[config.mk]
export PLATFORM = sky130hd
export DESIGN_NAME = pio_dual_port
export DESIGN_NICKNAME = d
export VERILOG_FILES = /design/src/rtl/pio_pkg.sv /design/src/rtl/pio_reg_decode.sv /design/src/rtl/pio_port_lane.sv /design/src/rtl/pio_read_mux.sv /design/src/rtl/pio_dual_port.sv
export SDC_FILE = /design/constraint.sdc
export NUM_CORES = 1
export LEC_CHECK = 0
export BUFFER_PORTS_ARGS = -buffer_cell sky130_fd_sc_hd__buf_2
export CORE_ASPECT_RATIO = 1.4
export CORE_MARGIN = 3
export CORE_UTILIZATION = 59
export CTS_CLUSTER_SIZE = 20
export DETAILED_ROUTE_END_ITERATION = 12
export PLACE_DENSITY = 0.83
export SYNTH_ARGS = -nofsm -noshare
export SYNTH_HDL_FRONTEND = slang
export SYNTH_SLANG_ARGS = --single-unit
[constraint.sdc]
create_clock -name clk -period 3.4 [get_ports clk]
set_clock_uncertainty 0.2 [all_clocks]
set_input_delay 1.02 -clock clk [delete_from_list [all_inputs] [get_ports clk]]
set_output_delay 1.02 -clock clk [all_outputs]
set_load 0.01 [all_outputs]
[src/rtl/pio_pkg.sv]
package pio_pkg;
    localparam int PIO_W     = 8;
    localparam int PIO_PORTS = 2;
    localparam int REG_BITS  = 4;

    typedef struct packed {
        logic [PIO_W-1:0] out;
        logic [PIO_W-1:0] dir;
        logic [PIO_W-1:0] pins;
        logic             upd;
    } lane_t;

    typedef struct packed {
        logic [PIO_W-1:0] rdata;
    } rd_t;
endpackage

[src/rtl/pio_reg_decode.sv]
module pio_reg_decode #(
    parameter int BUS_ADDR_W = 8,
    parameter int NPORTS     = pio_pkg::PIO_PORTS,
    parameter int RB         = pio_pkg::REG_BITS
) (
    input  logic [BUS_ADDR_W-1:0] addr,
    input  logic                  wr,
    output logic [RB-1:0]         reg_idx,
    output logic [NPORTS-1:0]     wr_out,
    output logic [NPORTS-1:0]     wr_dir
);
    // Register map: outputs at 0..NPORTS-1, directions at NPORTS..2*NPORTS-1
    assign reg_idx = addr[RB-1:0];

    for (genvar p = 0; p < NPORTS; p++) begin : g_sel
        assign wr_out[p] = wr && (reg_idx == RB'(p));
        assign wr_dir[p] = wr && (reg_idx == RB'(NPORTS + p));
    end
endmodule

[src/rtl/pio_port_lane.sv]
module pio_port_lane
    import pio_pkg::*;
(
    input  logic             clk,
    input  logic             rst_n,
    input  logic             wr_out,
    input  logic             wr_dir,
    input  logic [PIO_W-1:0] wdata,
    output logic [PIO_W-1:0] out_q,
    output logic [PIO_W-1:0] dir_q,
    output logic [PIO_W-1:0] pins,
    output logic             upd
);
    lane_t lane_d, lane_q;

    always_comb begin
        lane_d     = lane_q;
        lane_d.upd = 1'b0;
        if (wr_out) lane_d.out = wdata;
        if (wr_dir) lane_d.dir = wdata;
        if (wr_out || wr_dir) begin
            lane_d.pins = lane_d.out | ~lane_d.dir;
            lane_d.upd  = 1'b1;
        end
    end

    always_ff @(posedge clk) begin
        if (!rst_n) begin
            lane_q.out  <= '0;
            lane_q.dir  <= '0;
            lane_q.pins <= '1;
            lane_q.upd  <= 1'b0;
        end else begin
            lane_q <= lane_d;
        end
    end

    assign out_q = lane_q.out;
    assign dir_q = lane_q.dir;
    assign pins  = lane_q.pins;
    assign upd   = lane_q.upd;
endmodule

[src/rtl/pio_read_mux.sv]
module pio_read_mux
    import pio_pkg::*;
#(
    parameter int NPORTS = PIO_PORTS
) (
    input  logic [REG_BITS-1:0]          reg_idx,
    input  logic [NPORTS-1:0][PIO_W-1:0] outs,
    input  logic [NPORTS-1:0][PIO_W-1:0] dirs,
    output logic [PIO_W-1:0]             value
);
    always_comb begin
        value = '0;
        for (int p = 0; p < NPORTS; p++) begin
            if (reg_idx == REG_BITS'(p))          value = outs[p];
            if (reg_idx == REG_BITS'(NPORTS + p)) value = dirs[p];
        end
    end
endmodule

[src/rtl/pio_dual_port.sv]
module pio_dual_port
    import pio_pkg::*;
#(
    parameter int BUS_ADDR_W = 8
) (
    input  logic                  clk,
    input  logic                  rst_n,
    input  logic [BUS_ADDR_W-1:0] bus_addr,
    input  logic                  bus_wr,
    input  logic                  bus_rd,
    input  logic [PIO_W-1:0]      bus_wdata,
    output logic [PIO_W-1:0]      bus_rdata,
    output logic [PIO_W-1:0]      pa_pins,
    output logic [PIO_W-1:0]      pb_pins,
    output logic                  pa_upd,
    output logic                  pb_upd
);
    localparam int NP = PIO_PORTS;

    logic [REG_BITS-1:0]      reg_idx;
    logic [NP-1:0]            wr_out, wr_dir, upd;
    logic [NP-1:0][PIO_W-1:0] outs, dirs, pins;
    logic [PIO_W-1:0]         rd_value;

    pio_reg_decode #(.BUS_ADDR_W(BUS_ADDR_W), .NPORTS(NP)) u_dec (
        .addr    (bus_addr),
        .wr      (bus_wr),
        .reg_idx (reg_idx),
        .wr_out  (wr_out),
        .wr_dir  (wr_dir)
    );

    for (genvar p = 0; p < NP; p++) begin : g_lane
        pio_port_lane u_lane (
            .clk    (clk),
            .rst_n  (rst_n),
            .wr_out (wr_out[p]),
            .wr_dir (wr_dir[p]),
            .wdata  (bus_wdata),
            .out_q  (outs[p]),
            .dir_q  (dirs[p]),
            .pins   (pins[p]),
            .upd    (upd[p])
        );
    end

    pio_read_mux #(.NPORTS(NP)) u_rmux (
        .reg_idx (reg_idx),
        .outs    (outs),
        .dirs    (dirs),
        .value   (rd_value)
    );

    rd_t rd_d, rd_q;

    always_comb begin
        rd_d = rd_q;
        if (bus_rd) rd_d.rdata = rd_value;
    end

    always_ff @(posedge clk) begin
        if (!rst_n) rd_q <= '0;
        else        rd_q <= rd_d;
    end

    assign bus_rdata = rd_q.rdata;
    assign pa_pins   = pins[0];
    assign pb_pins   = pins[1];
    assign pa_upd    = upd[0];
    assign pb_upd    = upd[1];
endmodule

* Yosys cells after proc, flatten, opt, wreduce, memory -nomap -nowiden
Cells that the tools add are included.
** Storage, ports and cells
- Output and inout port bits :: 26
- Input port bits :: 20
- Word-level logic and storage cells :: 33
- Register bits after elaboration :: 58
** Operators by class
- Muxes and demuxes :: 10
- Equal/unequal tests :: 3
- Reduce and logical (&&, ||, !) cells :: 7
- Bitwise gates (word level) :: 4
** Operator list (count)
- $mux W8 :: 8
- $not A8 Y8 :: 2
- $or A8 B8 Y8 :: 2
- $eq A4 B2 Y1 const B :: 2
- $eq A4 B1 Y1 const B :: 1
- $logic_and A1 B1 Y1 :: 4
- $logic_not A4 Y1 :: 1
- $logic_or A1 B1 Y1 :: 2
- $mux W1 :: 2

* Logic depth before layout (Yosys ltp)
Gate-level depths: netlist (run 1).
- Depth in word-level cells :: 5
- Mapped depth :: 5
- Gate-level depth less buffers :: 3

* Cells and area by module
A second synthesis (run 1) with hierarchy kept.
** Unflattened totals
- Cell total of the unflattened synthesis :: 276
- Area total of the unflattened synthesis :: 2986.6 µm²
** By module, submodules not included
- pio_port_lane :: sequential area each 500.5 µm², instances 2, cells each 106, area an instance 1169.9 µm²
- pio_dual_port :: sequential area each 160.2 µm², instances 1, cells each 25, area an instance 301.5 µm²
- pio_read_mux :: sequential area each 0.0 µm², instances 1, cells each 30, area an instance 250.2 µm²
- pio_reg_decode :: sequential area each 0.0 µm², instances 1, cells each 9, area an instance 95.1 µm²

* Worst setup path after synthesis (run 1)
Ideal clock, no wire load.
- Kind :: in2reg
- Start :: input bus_addr[0]
- End :: register g_lane[0].u_lane.lane_q (netlist bit g_lane[0].u_lane.out_q[5])
- Slack :: 1.088 ns
- Setup time :: 0.072 ns
- Required time :: 3.128 ns
- Buffers on the path :: 1
- Arrival :: 2.040 ns
- Stages on the path :: 4
- Cell sequence :: or4b_1 -> buf_6 -> nor2_8 -> mux2i_1
** Between the ends
- Longest elaborated chain between the ends :: 3
** RTL lines
- start, declared :: RTL line pio_dual_port.sv:8 : input logic [BUS_ADDR_W-1:0] bus_addr,
- $logic_not A4 Y1 :: RTL line pio_reg_decode.sv:16 : assign wr_out[p] = wr && (reg_idx == RB'(p));
- $logic_and A1 B1 Y1 :: RTL line pio_reg_decode.sv:16
- $mux W8 :: RTL line pio_port_lane.sv:19 : if (wr_out) lane_d.out = wdata;
- end signal, assigned :: RTL line pio_port_lane.sv:34 : lane_q <= lane_d;
- end, declared :: RTL line pio_port_lane.sv:14 : lane_t lane_d, lane_q;
Every way passes these cells.
A chain may end at the register's enable or synchronous reset.

* Worst setup path in the final report (run 1)
Ends and elaborated chain as after synthesis.

==> summary.md, run 1 <==
| Metric | Value |
|---|---|
| Status | complete, no violations |
| Antenna violations before repair | 0 |
| Via density | 5.77 |
| Starting Density | 62.2% |
| Period utilization | 74.2% |
| Post-Syn Nets | 273 |
| Max-slew violations | 0 |
| Die Ht | 83.0 um |
| DP HPWL | 3.60 mm |
| Slowest cell on crit path | or4b_1 |
| Placer Congestion | 0.731 |
| DRC viols | 0 |
| Internal Pwr Total | 1.01 mW |
| Slew HR | 55.1% |
| Final core occ | 71.7% |
| Clk Latency, worst-skew pair | 0.33 ns |
| Comb power frac | 7.8% |
| Post-cts sizing count | 0 |
| Max Fclk | 396 MHz |
| Final ANT Viol Nets | 0 |
| Routed wire length | 5.13 mm |
| Fin nets | 314 |
| Worst EP required | 3.46 ns |
| Min Tclk post-route | 2.52 ns |
| Mean Syn Cell Area | 9.89 um^2 |
| Worst Path Max Fanout | 12 |
| Yosys Warn Count | 0 |
| DR WL/cell | 15.0 um |
| Post-CTS setup buffers | 0 |
| Startpoint Class | primary input |
| MaxCap Viol Count | 0 |
| Hold Buf Count CTS | 0 |
| #FFs+latches synth | 58 |
| Global routing usage on met2 | 35.5% |
| Sw frac | 24.1% |
| Crit-path cells | buf_2 > or4b_1 > nor2_8 > mux2i_1 |
| PD cells | 463 nW/um^2 |
| Syn Inst Count | 253 |
| Final TNS setup | 0 ns |
| Clk slew on worst S/H paths | 0.06 ns |
| Switching power | 0.321 mW |
| IO Pins | 46 |
| Synth unique cells | 24 |
| Pin count of the biggest net entering global routing | 31 |
| Part of the power in the clock network | 39.8% |
| Htree depth | 3 |
| Num CTS Buffers | 9 |
| Most common cell after layout, fill and taps aside | nand2_1 |
| CP peak stage delay | 0.83 ns |
| Critical path class | primary input to flip-flop |
| Final Power | 1.33 mW |
| Core area | 4020 um^2 |
| Layout cells sized above 1 | 23.7% |
| Sequential share of the synthesized area | 46.4% |
| Rows | 27 |
| GRT Overall Usage | 22.6% |
| Worst min path class | flip-flop to flip-flop |
| Global-route wire length before repair | 8.53 mm |
| Via count | 1972 |
| Die width | 61.0 um |
| Number of global-route vias before repair | 1910 |
| Most frequent cells in the layout | nand2_1, dfxtp_1, buf_2, mux2i_1, nor2_1 |
| ANT cells | 0 |
| Post-Synthesis Cell Area | 2500 um^2 |
| Most Crowded Layer GR | met2 |
| Leakage | 1.28 nW |
| RSZ-0062 raised after global routing | no |
| Register share of total power | 52.4% |
| Area grow syn2layout | 15.3% |
| Number of fillers in the final layout | 303 |
| Root Driver | clkbuf_8 |
| DR pass1 iterations | 4 |
| CTS tree | done |
| Port Buffers | 41 |
| IR drop worst, VDD | 0.278 mV |
| Area after DPL | 2720 um^2 |
| Setup violators final | 0 |
| Hold slack | 0.275 ns |
| Clock buffer depth | 2 |
| Clock tree sinks | 58 |
| Crit end category | flip-flop |
| Gr ovfl total | 0 |
| Critical path arrival | 2.58 ns |
| Worst Max-Slew Pin Slew | 0.673 ns |
| Global routing usage on met1 | 28.0% |
| Fin. Hold Viols | 0 |
| Fin area | 2880 um^2 |
| DIE AREA | 5070 um^2 |
| Met3 Resource Use GR | 6.07% |
| DR iter-0 viols | 92 |
-- stage by stage --
step | std cells | setup WS [ns]
finish | 342 | 0.876
global route | 342 | 0.813
CTS | 342 | 0.867
floorplan | 253 | 1.09
global placement | 326 | 0.575
detailed placement | 326 | 0.529
-- cells by family (layout without fill, tap and decap cells) --
family | Yosys count | in the layout | share of synthesized area (%)
simple gates | 99 | 99 | 17.9
flops | 58 | 58 | 46.4
compound gates | 40 | 40 | 12.2
mux | 40 | 40 | 20.0
buf+inv | 16 | 62 | 3.50
-- cells in the mapped netlist --
library cell	number	area share, %
a21oi_1	7	1.4
buf_1	3	0.45
buf_2	4	0.80
buf_4	2	0.60
buf_6	2	0.90
clkbuf_1	4	0.60
clkinv_1	1	0.15
dfxtp_1	58	46
mux2i_1	32	13
mux4_2	8	7.2
nand2_1	64	9.6
nand4_2	1	0.50
nand4b_1	1	0.35
nand4bb_1	1	0.45
nor2_1	20	3.0
nor2_2	1	0.25
nor2_8	1	0.80
nor2b_1	8	2.0
nor3b_2	1	0.50
o211ai_1	15	4.5
o211ai_2	1	0.50
o21ai_0	1	0.20
o2bb2ai_1	16	5.6
or4b_1	1	0.40
-- final timing paths --
path                            slack, ns                         to                      start  cells after the start
worst max-delay path                 0.88  g_lane[0].u_lane.out_q[5]                bus_addr[0]                      4
worst min-delay path                 0.27   g_lane[0].u_lane.pins[0]   g_lane[0].u_lane.pins[0]                      2
worst max register to register       2.07               bus_rdata[2]  g_lane[1].u_lane.dir_q[2]                      3
worst min register to register       0.27   g_lane[0].u_lane.pins[0]   g_lane[0].u_lane.pins[0]                      2
-- layer usage --
layer / routed length [um] / vias up
met4: 77 / 0
met3: 236 / 8
met1: 2260 / 931
met5: 0 / -
li1: - / 982
met2: 2560 / 51
-- final cells by class --
cell class	instances	area [um^2]	area share, %
clock buffer	13	149	5.16
multi-input combinational	179	1250	43.4
timing repair buffer	45	248	8.59
inverter	1	3.75	0.130
clock inverter	3	15.0	0.521
tap	43	53.8	1.87
sequential	58	1160	40.3
-- critical path: cells and delay by family --
kind	cells	cell delay, ns
buf+inv	1	0.20
simple gates	2	1.14
mux	1	0.21
-- power by group through the flow --
| stage | logic [mW] | clock network (mW) | registers [mW] |
|---|---|---|---|
| 3_3_place_gp | 0.102 | 0 | 0.713 |
| 2_1_floorplan | 0.0664 | 0 | 0.716 |
| 6_report | 0.104 | 0.531 | 0.699 |
| 4_1_cts | 0.105 | 0.539 | 0.699 |
| 3_5_place_dp | 0.104 | 0 | 0.714 |
| 5_1_grt | 0.115 | 0.570 | 0.700 |
-- registers in the layout, indices dropped and copies added, names as in the netlist --
register             count
g_lane.u_lane.out_q     16
bus_rdata                8
g_lane.u_lane.pins      16
g_lane.u_lane.dir_q     16
g_lane.u_lane.upd        2
No activity file was read; power rests on OpenSTA's default activity.
==> run 2, diff against run 1 <==
--- a/config.mk
+++ b/config.mk
@@ -8,10 +8,10 @@
 export BUFFER_PORTS_ARGS = -buffer_cell sky130_fd_sc_hd__buf_2
 export CORE_ASPECT_RATIO = 1.4
 export CORE_MARGIN = 3
-export CORE_UTILIZATION = 59
+export CORE_UTILIZATION = 49
 export CTS_CLUSTER_SIZE = 20
 export DETAILED_ROUTE_END_ITERATION = 12
-export PLACE_DENSITY = 0.83
+export PLACE_DENSITY = 0.73
 export SYNTH_ARGS = -nofsm -noshare
 export SYNTH_HDL_FRONTEND = slang
 export SYNTH_SLANG_ARGS = --single-unit
==> constraint.sdc (replaced) <==
create_clock -name clk -period 2.05 [get_ports clk]
set_clock_uncertainty 0.2 [all_clocks]
set_input_delay 0.615 -clock clk [delete_from_list [all_inputs] [get_ports clk]]
set_output_delay 0.615 -clock clk [all_outputs]
set_load 0.01 [all_outputs]
==> run 2 against run 1 <==
Against the previous run:
- die area rose by 19%
- critical path depth is 1 higher
- combinational power rose by 91%
- via count is 2.3% higher
- non-clock buffer count is 15 higher
- sequential share of layout area down 3.1 points
- critical path type unchanged
- largest cell class unchanged
- core utilization fell by 7.7 points
- setup slack worse by 0.61 ns
- total power up 88%
==> summary.md, run 2 (synthesis gave the netlist of run 1 again) <==
| Metric | Value |
|---|---|
| Status | complete, no violations |
| Leakage | 1.40 nW |
| IO Pins | 46 |
| Port Buffers | 41 |
| Worst EP required | 2.11 ns |
| Final ANT Viol Nets | 0 |
| Placer Congestion | 0.800 |
| Number of global-route vias before repair | 1925 |
| Crit-path cells | buf_2 > or4b_1 > buf_4 > nor2_8 > mux2i_1 |
| DRC viols | 0 |
| Clk slew on worst S/H paths | 0.06 ns |
| Area grow syn2layout | 25.0% |
| CTS tree | done |
| Post-CTS setup buffers | 0 |
| Critical path class | primary input to flip-flop |
| Die Ht | 90.5 um |
| Pin count of the biggest net entering global routing | 31 |
| Post-cts sizing count | 0 |
| DIE AREA | 6010 um^2 |
| Global-route wire length before repair | 9.03 mm |
| DP Worst Slack | -0.0749 ns |
| RR Startpoint | g_lane[1].u_lane.dir_q[5] |
| Rows | 30 |
| ANT cells | 0 |
| Fin. Hold Viols | 0 |
| MaxCap Viol Count | 0 |
| RSZ-0062 raised after global routing | no |
| Slowest cell on crit path | or4b_1 |
| Hold path start | g_lane[0].u_lane.pins[0] |
| Number of fillers in the final layout | 410 |
| Via count | 2018 |
| Most common cell after layout, fill and taps aside | nand2_1 |
| Routed wire length | 5.38 mm |
| Fin worst setup slack | 0.263 ns |
| Root Driver | clkbuf_8 |
| Startpoint Class | primary input |
| Critical path arrival | 1.85 ns |
| Area after DPL | 2910 um^2 |
| Worst Max-Slew Pin Slew | 0.348 ns |
| Fin area | 3130 um^2 |
| CP peak stage delay | 0.52 ns |
| Gr ovfl total | 0 |
| Period utilization | 87.2% |
| GRT Overall Usage | 19.7% |
| Die width | 66.4 um |
| Via density | 5.34 |
| DR iter-0 viols | 76 |
| PD cells | 802 nW/um^2 |
| Max Fclk | 560 MHz |
| Antenna violations before repair | 0 |
| Core area | 4880 um^2 |
| Fin nets | 329 |
| Clock buffer depth | 2 |
| Clock tree sinks | 58 |
| Sequential cell area | 1160 um^2 |
| Htree depth | 3 |
| DR pass1 iterations | 5 |
| Crit end category | flip-flop |
| Setup violators final | 0 |
| Min Tclk post-route | 1.79 ns |
| Clk Latency, worst-skew pair | 0.33 ns |
| DP HPWL | 3.84 mm |
| IR drop worst, VDD | 0.460 mV |
| Hold Buf Count CTS | 0 |
| Worst min path class | flip-flop to flip-flop |
| Max-slew violations | 0 |
| Footprint of the multi-input gates | 1250 um^2 |
| Num CTS Buffers | 9 |
| Layout cells sized above 1 | 28.3% |
| Worst Path Max Fanout | 8 |
| Critical path launch point | bus_addr[0] |
| Starting Density | 51.3% |
| Slew HR | 76.8% |
| Most frequent cells in the layout | nand2_1, dfxtp_1, buf_2, mux2i_1, nor2_1 |
| DR WL/cell | 14.2 um |
-- run 2: cell count changes in the layout (fill, tap and decap cells not counted) --
cell,before,now
clkinv_2,3,4
buf_12,1,5
buf_4,3,14
bufinv_16,0,2
clkbuf_1,3,0
-- run 2: where the power goes --
part / leakage, nW / internal (mW) / switching [mW]
Sequential: 0.470 / 1.15 / 0.0112
Combinational: 0.814 / 0.0862 / 0.112
Clock: 0.116 / 0.708 / 0.441
Total: 1.40 / 1.94 / 0.564
-- run 2: routing by layer --
| metal | global-route usage, % | wire (um) | up-vias | part of all wire, % |
|---|---|---|---|---|
| li1 | - | - | 1008 | - |
| met1 | 26.1 | 2470 | 960 | 46 |
| met2 | 30.2 | 2630 | 48 | 49 |
| met3 | 5.48 | 256 | 2 | 4.8 |
| met4 | 7.12 | 18 | 0 | 0.33 |
| met5 | 0 | 0 | - | 0 |
-- run 2: worst paths after layout --
path,to,cells past startpoint,slack (ns)
worst min-delay path,g_lane[0].u_lane.pins[0],2,0.27
worst max register to register,bus_rdata[5],3,0.73
worst min register to register,g_lane[0].u_lane.pins[0],2,0.27
worst max-delay path,g_lane[0].u_lane.out_q[0],5,0.26
-- run 2: metrics by stage --
stage | util [%] | cells | hold WS (ns) | power [mW] | setup TNS [ns]
finish | 64.1 | 378 | 0.273 | 2.51 | 0
global route | 64.1 | 378 | 0.293 | 2.61 | 0
CTS | 64.1 | 378 | 0.275 | 2.53 | 0
detailed placement | 59.6 | 362 | 0.261 | 1.38 | -0.432
global placement | 59.6 | 362 | 0.250 | 1.38 | -0.417
floorplan | - | 253 | 0.245 | 1.30 | 0
-- run 2: critical path: cells and delay by family --
kind / cells / cell delay [ns]
AND/OR/NAND/NOR: 2 / 0.73
buffers and inverters: 2 / 0.29
multiplexers: 1 / 0.21
-- run 2: area by class of cell --
| class | instances | share of cell area (%) |
|---|---|---|
| Clock buffer | 10 | 4.40 |
| Clock inverter | 6 | 2.56 |
| Inverter | 1 | 0.120 |
| Multi-Input combinational cell | 179 | 40.1 |
| Sequential cell | 58 | 37.1 |
| Tap cell | 64 | 2.56 |
| Timing Repair Buffer | 60 | 13.1 |
==> run 3, diff against run 2 <==
--- a/config.mk
+++ b/config.mk
@@ -7,10 +7,11 @@
 export LEC_CHECK = 0
 export BUFFER_PORTS_ARGS = -buffer_cell sky130_fd_sc_hd__buf_2
 export CORE_ASPECT_RATIO = 1.4
-export CORE_MARGIN = 3
 export CORE_UTILIZATION = 49
+export CTS_CLUSTER_DIAMETER = 50
 export CTS_CLUSTER_SIZE = 20
 export DETAILED_ROUTE_END_ITERATION = 12
+export GPL_ROUTABILITY_DRIVEN = 0
 export PLACE_DENSITY = 0.73
 export SYNTH_ARGS = -nofsm -noshare
 export SYNTH_HDL_FRONTEND = slang
==> run 3 against run 2 <==
Against the previous run:
- critical path depth unchanged
- cell area down 0.56%
- non-clock buffer count unchanged
- clock power up 7%
- sequential cell count unchanged
- critical endpoint unchanged
- sequential power about the same
- total power up 3.1%
- global-route usage up 3.3 points
- via count up 0.59%
- register-to-register slack worse by 0.02 ns
- fmax up 0.42%
==> summary.md, run 3 (synthesis gave the netlist of run 1 again) <==
| Metric | Value |
|---|---|
| Status | complete, no violations |
| DR WL/cell | 14.4 um |
| Critical path launch point | bus_addr[0] |
| Max-slew violations | 0 |
| CTS tree | done |
| Internal Pwr Total | 2.01 mW |
| Worst Max-Slew Pin Slew | 0.261 ns |
| Clock tree sinks | 58 |
| GRT Overall Usage | 23.0% |
| Hold slack | 0.274 ns |
| Reg2Reg Setup Slack | 0.71 ns |
| Register share of total power | 44.9% |
| DIE AREA | 5400 um^2 |
| Worst Path Max Fanout | 8 |
| CP peak stage delay | 0.53 ns |
| Critical path arrival | 1.85 ns |
| Slowest cell on crit path | or4b_1 |
| Switching power | 0.573 mW |
| PD cells | 831 nW/um^2 |
| Post-cts sizing count | 0 |
| IO Pins | 46 |
| Via count | 2030 |
| Placed cells | 362 |
| Htree depth | 3 |
| Setup violators final | 0 |
| R2R depth | 3 |
| Core area | 4880 um^2 |
| Fin nets | 329 |
| Rows | 30 |
| Clk Latency, worst-skew pair | 0.34 ns |
| ANT cells | 0 |
| Final TNS setup | 0 ns |
| IR drop worst, VDD | 0.399 mV |
| Area grow syn2layout | 24.3% |
| Gr ovfl total | 0 |
| Leakage | 1.38 nW |
| Root Driver | clkbuf_8 |
| Post-CTS setup buffers | 0 |
| CP bufs+invs | 2 |
| Final core occ | 63.7% |
| Most frequent cells in the layout | nand2_1, dfxtp_1, buf_2, mux2i_1, nor2_1 |
| Crit path max-delay family | simple AND/OR/NAND/NOR gates |
| Min Tclk post-route | 1.78 ns |
| Global-route wire length before repair | 9.28 mm |
| Final ANT Viol Nets | 0 |
| Max Fclk | 562 MHz |
| Starting Density | 51.3% |
| Worst path depth | 5 |
| Clk slew on worst S/H paths | 0.06 ns |
| Sw frac | 22.2% |
| Reg-to-Reg End | bus_rdata[1] |
| MaxCap Viol Count | 0 |
| Hold Buf Count CTS | 0 |
| Crit-path cells | buf_2 > or4b_1 > buf_4 > nor2_8 > mux2i_1 |
| Startpoint Class | primary input |
| Most common cell after layout, fill and taps aside | nand2_1 |
| Layout cells sized above 1 | 28.3% |
| DRC viols | 0 |
| Critical path class | primary input to flip-flop |
| Period utilization | 86.8% |
| Pin count of the biggest net entering global routing | 59 |
| Comb power frac | 7.5% |
| RR Startpoint | g_lane[1].u_lane.dir_q[1] |
| Worst min path class | flip-flop to flip-flop |
| Number of global-route vias before repair | 2010 |
| Slew HR | 82.5% |
| Via density | 5.37 |
| DR pass1 iterations | 4 |
| Routed wire length | 5.45 mm |
| Worst EP required | 2.12 ns |
| Clock buffer depth | 2 |
| Part of the power in the clock network | 47.6% |
| Fin. Hold Viols | 0 |
| DR iter-0 viols | 87 |
| DP HPWL | 3.81 mm |
| Die Ht | 86.5 um |
| Die width | 62.4 um |
| Fin cells | 378 |
| Crit end category | flip-flop |
| Antenna violations before repair | 0 |
| RSZ-0062 raised after global routing | no |
| Num CTS Buffers | 9 |
| Port Buffers | 41 |
| Critical Path End | g_lane[0].u_lane.out_q[0] |
[run 3: power by group through the flow]
stage	logic, mW	clock network [mW]	registers [mW]
finish	0.194	1.23	1.16
global route	0.214	1.30	1.16
CTS	0.195	1.24	1.16
detailed placement	0.194	0	1.18
global placement	0.190	0	1.18
floorplan	0.110	0	1.19
[run 3: how the worst min path moves through the flow]
| stage | end | slack (ns) | cells past startpoint | start |
|---|---|---|---|---|
| 6_report | g_lane[1].u_lane.dir_q[7] | 0.27 | 2 | g_lane[1].u_lane.dir_q[7] |
| 5_1_grt | g_lane[0].u_lane.dir_q[4] | 0.29 | 2 | g_lane[0].u_lane.dir_q[4] |
| 4_1_cts | g_lane[1].u_lane.out_q[2] | 0.27 | 2 | g_lane[1].u_lane.out_q[2] |
| 3_5_place_dp | g_lane[0].u_lane.pins[0] | 0.26 | 2 | g_lane[0].u_lane.pins[0] |
| 3_3_place_gp | g_lane[0].u_lane.pins[0] | 0.25 | 2 | g_lane[0].u_lane.pins[0] |
| 2_1_floorplan | g_lane[1].u_lane.out_q[0] | 0.24 | 2 | g_lane[1].u_lane.out_q[0] |
[run 3: layer usage]
metal / part of all wire [%] / GRT usage, % / up-vias
li1: - / - / 1007
met1: 44 / 26.3 / 950
met2: 49 / 38.6 / 61
met3: 5.2 / 6.97 / 12
met4: 1.9 / 12.7 / 0
met5: 0 / 0 / -
[run 3: area by class of cell]
cell class | instances | area [um^2]
clock inverters | 4 | 72.6
repair buffers | 60 | 373
fillers | 390 | 1770
well taps | 64 | 80.1
multi-input cells | 179 | 1250
inverters | 1 | 3.75
flip-flops and latches | 58 | 1160
clock buffers | 12 | 165
[run 3: per-stage QoR]
step                      cell area [um^2]  setup slack (ns)  total power, mW
after floorplan                       2500             0.143             1.30
after global placement                2870           -0.0427             1.37
after detailed placement              2870           -0.0647             1.38
after CTS                             3110             0.272             2.60
after global routing                  3110             0.204             2.68
final                                 3110             0.270             2.58
[run 3: worst min-delay path: cells and delay by family, from the launching register on]
| family | cells | cell delay (ns) |
|---|---|---|
| flops | 1 | 0.32 |
| simple gates | 1 | 0.05 |
| mux | 1 | 0.05 |
